### src/rtl/sqw_pkg.sv
package sqw_pkg;
  // Action the counter takes on an enabled clock while running
  typedef enum logic [1:0] {
    STEP_DEC  = 2'd0,  // keep counting down by two
    STEP_FLIP = 2'd1,  // half expired: change level and reload
    STEP_HOLD = 2'd2,  // odd count, high half expired: one extra clock
    STEP_FALL = 2'd3   // extra clock done: drive low and reload
  } step_t;
endpackage

### src/rtl/sqw_count_reg.sv
module sqw_count_reg #(
  parameter int CNT_W = 16,
  localparam int CW = CNT_W + 1
) (
  input  logic          clk,
  input  logic          rst,
  input  logic          wr_en,
  input  logic [CNT_W-1:0] wr_count,
  input  logic          take,
  output logic          wr_ok,
  output logic [CW-1:0] next_n,
  output logic          act_odd
);
  localparam logic [CW-1:0] FULL_N = {1'b1, {CNT_W{1'b0}}};

  logic [CW-1:0] act_n;
  logic [CW-1:0] pend_n;
  logic          pend_vld;
  logic [CW-1:0] wr_ext;

  assign wr_ok  = wr_en && (wr_count != CNT_W'(1));
  assign wr_ext = (wr_count == '0) ? FULL_N : {1'b0, wr_count};
  assign next_n = pend_vld ? pend_n : act_n;
  assign act_odd = act_n[0];

  always_ff @(posedge clk) begin
    if (rst) begin
      act_n    <= '0;
      pend_n   <= '0;
      pend_vld <= 1'b0;
    end else begin
      if (take) begin
        act_n    <= next_n;
        pend_vld <= 1'b0;
      end
      if (wr_ok) begin
        pend_n   <= wr_ext;
        pend_vld <= 1'b1;
      end
    end
  end
endmodule

### src/rtl/sqw_gate_edge.sv
module sqw_gate_edge (
  input  logic clk,
  input  logic rst,
  input  logic gate,
  output logic rise
);
  logic gate_d;

  always_ff @(posedge clk) begin
    if (rst) gate_d <= 1'b0;
    else     gate_d <= gate;
  end

  assign rise = gate & ~gate_d;
endmodule

### src/rtl/sqw_half_cnt.sv
module sqw_half_cnt #(
  parameter int CW = 17
) (
  input  logic          clk,
  input  logic          rst,
  input  logic          load,
  input  logic [CW-1:0] load_val,
  input  logic          to_zero,
  input  logic          dec,
  input  logic          odd,
  input  logic          hi_phase,
  output logic [CW-1:0] cnt,
  output sqw_pkg::step_t step
);
  import sqw_pkg::*;

  always_ff @(posedge clk) begin
    if (rst)          cnt <= '0;
    else if (load)    cnt <= load_val & ~CW'(1);
    else if (to_zero) cnt <= '0;
    else if (dec)     cnt <= cnt - CW'(2);
  end

  always_comb begin
    if (cnt == '0)                         step = STEP_FALL;
    else if (cnt == CW'(2) && odd && hi_phase) step = STEP_HOLD;
    else if (cnt == CW'(2))                step = STEP_FLIP;
    else                                   step = STEP_DEC;
  end
endmodule

### src/rtl/sqw_gen.sv
module sqw_gen #(
  parameter int CNT_W = 16
) (
  input  logic             clk,
  input  logic             rst,
  input  logic             gate,
  input  logic             wr_en,
  input  logic [CNT_W-1:0] wr_count,
  output logic             out
);
  import sqw_pkg::*;
  localparam int CW = CNT_W + 1;

  logic          wr_ok, act_odd, rise, take;
  logic [CW-1:0] next_n, cnt_q;
  step_t         step;
  logic          out_q, armed, need_load;
  logic          do_load, run, cnt_zero, cnt_dec;

  sqw_count_reg #(.CNT_W(CNT_W)) u_count (
    .clk(clk), .rst(rst), .wr_en(wr_en), .wr_count(wr_count), .take(take),
    .wr_ok(wr_ok), .next_n(next_n), .act_odd(act_odd)
  );

  sqw_gate_edge u_edge (.clk(clk), .rst(rst), .gate(gate), .rise(rise));

  sqw_half_cnt #(.CW(CW)) u_cnt (
    .clk(clk), .rst(rst), .load(take), .load_val(next_n), .to_zero(cnt_zero),
    .dec(cnt_dec), .odd(act_odd), .hi_phase(out_q), .cnt(cnt_q), .step(step)
  );

  assign do_load  = gate & (need_load | (rise & armed));
  assign run      = gate & armed & ~do_load;
  assign take     = do_load | (run & ((step == STEP_FLIP) || (step == STEP_FALL)));
  assign cnt_zero = run & (step == STEP_HOLD);
  assign cnt_dec  = run & (step == STEP_DEC);

  always_ff @(posedge clk) begin
    if (rst) begin
      out_q     <= 1'b1;
      armed     <= 1'b0;
      need_load <= 1'b0;
    end else begin
      if (do_load) begin
        need_load <= 1'b0;
        armed     <= 1'b1;
      end
      if (wr_ok && !armed) need_load <= 1'b1;
      if (!gate || do_load)                 out_q <= 1'b1;
      else if (run && step == STEP_FLIP)    out_q <= ~out_q;
      else if (run && step == STEP_FALL)    out_q <= 1'b0;
    end
  end

  // gate low overrides the registered level without a clock
  assign out = out_q | ~gate;
endmodule

### config.mk
export PLATFORM = sky130hd
export DESIGN_NAME = sqw_gen
export DESIGN_NICKNAME = d
export VERILOG_FILES = /design/src/rtl/sqw_pkg.sv /design/src/rtl/sqw_count_reg.sv /design/src/rtl/sqw_gate_edge.sv /design/src/rtl/sqw_half_cnt.sv /design/src/rtl/sqw_gen.sv
export SDC_FILE = /design/constraint.sdc
export NUM_CORES = 1
export LEC_CHECK = 0
export ABC_AREA = 0
export BUFFER_PORTS_ARGS = -buffer_cell sky130_fd_sc_hd__buf_2
export CAP_MARGIN = 20
export CORE_ASPECT_RATIO = 1.75
export CORE_MARGIN = 1.5
export CORE_UTILIZATION = 50
export DETAILED_ROUTE_END_ITERATION = 16
export GPL_TIMING_DRIVEN = 1
export PLACE_DENSITY = 0.68
export SLEW_MARGIN = 20
export SYNTH_ARGS = -nofsm -noshare
export SYNTH_HDL_FRONTEND = slang
export SYNTH_SLANG_ARGS = --single-unit
### constraint.sdc
create_clock -name clk -period 2.04 [get_ports clk]
set_input_delay 0.204 -clock clk [delete_from_list [all_inputs] [get_ports clk]]
set_output_delay 0.204 -clock clk [all_outputs]
set_load 0.02 [all_outputs]
==> summary.txt <==
CTS root buffer = clkbuf_8
Wirelength per Cell = 15.3 um
Power Density = 860 mW/mm^2
Max-slew violation total from the final report = 0
Min-delay worst type = in2reg
IO Port Bufs = 20
Remaining DRCs = 0
Clk_skew = 0.00926 ns
Outcome = completed
Fraction of layout instances using a drive strength above 1 = 18.9%
Synth async-reset ratio = 0%
DP HPWL = 4.86 mm
Post-synth EDFFs = 0
Die height = 101 um
WL final = 6.53 mm
H-Tree Depth = 2
Slew HR = 55.7%
Final Core Density = 57.9%
Final period util = 95.1%
Final hold vios = 0
Gr usage total = 23.7%
Critical Path Sink Type = flop
Final net count = 376
Starting DRT DRC Count = 88
Arrival time worst endpoint = 2.12 ns
Final setup viols = 0
GRT overflow = 0
Top_reg_cell synth = dfxtp_1
Largest net degree at the start of global routing = 44
Post-route ant nets = 0
Final min period = 1.94 ns
Area growth from synthesis to layout = 10.8%
PostCTS Resize Cnt = 0
Clock Latency Late Sink = 0.30 ns
Crit path cell chain = inv_1 -> ha_1 -> or3b_4 -> or3_2 -> a21oi_1 -> o221ai_1
Max-cap check violation count = 0
Post-synthesis cell count = 332
Number of global-route vias before repair = 2395
CP Max Fanout = 4
Area of the multi-input gates = 0.00151 mm^2
Setup tns final = 0 ns
Buf/Inv on CP = 1
Starting density of the core = 52.3%
Register area = 0.00110 mm^2
Post-synth design cell area = 0.00277 mm^2
CTS tree = built
Slowest stage delay, CP = 0.42 ns
CTS Buf Count = 5
Crit path kind = reg2reg
Leak pwr = 1.13 nW
Seq/Total Area, Yosys = 39.7%
Io pins = 21
Initial antenna violation count = 0
Largest delay share family, worst path = simple AND/OR/NAND/NOR gates
Cell Rows = 35
Drt pass-1 iters = 4
Clock slew at reported path FFs = 0.09 ns
CTS Hold Bufs = 0
Maximum vdd ir drop = 0.000582 V
DR vias = 2535
Clk sinks = 55
Antenna cells = 0
Core ar. = 0.00530 mm^2
Maximum clock frequency = 0.516 GHz
Synth cell types = 48
Synth Net Count = 355
Worst slew pin tran = 0.658 ns
RSZ-0062 raised after global routing = no
Required @ worst endpoint = 2.22 ns
Via-to-Cell Ratio = 5.92
Die X = 59.3 um
Clk buf depth = 2
Startpoint types = flop
Fillers = 497
Post-Syn Area per Cell = 8.34 um^2
Synthesized flop and latch total = 55
Worst path slowest cell = or3b_4
Die area = 0.00601 mm^2
Gpl congestion = 0.850
Yosys warns = 0
First-pass GRT wire length = 11.0 mm
Post-CTS setup buffers = 0
-- sequential cells by signal (all words and copies together), names as in the netlist --
signal	cells
u_cnt.cnt	16
need_load	1
u_count.act_n	17
u_count.pend_n	17
u_edge.gate_d	1
u_count.pend_vld	1
out_q	1
armed	1
-- cell usage after synthesis, types with 2 or more instances --
| cell | instances | area share [%] |
|---|---|---|
| a31oi_1 | 2 | 0.45 |
| inv_1 | 9 | 1.2 |
| mux2i_1 | 11 | 4.0 |
| o311ai_0 | 2 | 0.63 |
| a211oi_1 | 3 | 0.81 |
| buf_6 | 4 | 1.6 |
| o21a_1 | 6 | 1.6 |
| mux2_2 | 7 | 2.8 |
| nand4_1 | 4 | 0.90 |
| dfxtp_1 | 55 | 40 |
| nand2b_1 | 2 | 0.45 |
| buf_2 | 3 | 0.54 |
| nor2b_1 | 2 | 0.45 |
| a211o_1 | 3 | 0.95 |
| buf_4 | 2 | 0.54 |
| o211ai_1 | 10 | 2.7 |
| nand3_1 | 38 | 6.9 |
| ha_1 | 3 | 1.4 |
| nor2_1 | 17 | 2.3 |
| nor3_1 | 10 | 1.8 |
| nor4_1 | 6 | 1.4 |
| a21oi_1 | 36 | 6.5 |
| a22oi_1 | 2 | 0.54 |
| or4_1 | 2 | 0.54 |
| clkbuf_1 | 14 | 1.9 |
| a221oi_2 | 2 | 1.1 |
| o22ai_1 | 2 | 0.45 |
| nor4_2 | 3 | 1.4 |
| o21ai_0 | 25 | 4.5 |
| nand2_1 | 29 | 3.9 |
-- worst paths after layout --
path                                                    start                       endpoint  cells past startpoint  slack [ns]
worst min register to register  u_count.act_n[1]$_SDFFE_PP0P_  u_count.act_n[1]$_SDFFE_PP0P_                      2        0.46
worst max-delay path                u_cnt.cnt[1]$_SDFFE_PP0P_      u_cnt.cnt[7]$_SDFFE_PP0P_                      6        0.10
worst min-delay path                                      rst         need_load$_SDFFE_PP0P_                      2         0.1
worst max register to register      u_cnt.cnt[1]$_SDFFE_PP0P_      u_cnt.cnt[7]$_SDFFE_PP0P_                      6        0.10
-- area by class of cell --
cell class | instances | share of cell area [%]
Timing Repair Buffer | 37 | 7.82
Clock buffer | 5 | 2.24
Clock inverter | 3 | 0.733
Sequential cell | 55 | 35.9
Tap cell | 74 | 3.02
Inverter | 9 | 1.10
Multi-Input combinational cell | 245 | 49.2
-- stage by stage --
stage	setup WS, ns	total power [mW]	area [um^2]	hold slack, ns	instances
after floorplan	0.195	1.83	2770	0.340	332
after global placement	0.160	2.02	2980	0.407	420
after detailed placement	0.0992	2.04	2980	0.414	420
after CTS	0.0820	2.65	3070	0.0868	428
after global routing	0.00366	2.79	3070	0.0924	428
final	0.100	2.64	3070	0.0963	428
-- power breakdown --
group,internal [mW],switching (mW)
clock,0.247,0.361
sequential,1.16,0.0906
combinational,0.335,0.446
-- cells in the final DEF (no fill, tap or decap), drive strengths merged, types with 10 or more instances in the layout --
cell type,instances
a21oi,36
dfxtp,55
nor2,18
buf,37
o21ai,27
inv,10
nor3,10
o211ai,10
nand3,38
nand2,30
mux2i,11
-- metal layers --
metal  track usage (%)  vias up  wire, um
met4              13.3        0       278
met5                 0        -         0
met2              40.5       63      3300
li1                  -     1269         -
met1              27.6     1186      2760
met3              3.07       17       188
-- worst register-to-register path: stages, from the launching register on --
cell and delay [ns]:
dfxtp_1 0.35, inv_1 0.14, ha_1 0.20, or3b_4 0.42, or3_2 0.42, a21oi_1 0.16
o221ai_1 0.13
-- cells by family (layout without fill, tap and decap cells) --
group           after synthesis  after routing  synth area share, %
compound gates              103            103                 23.8
simple gates                121            121                 22.4
buf+inv                      32             54                 5.83
fa+ha+maj                     3              3                 1.36
flops                        55             55                 39.7
mux                          18             18                 6.82
Note: power is estimated with default switching activity, not from simulation.
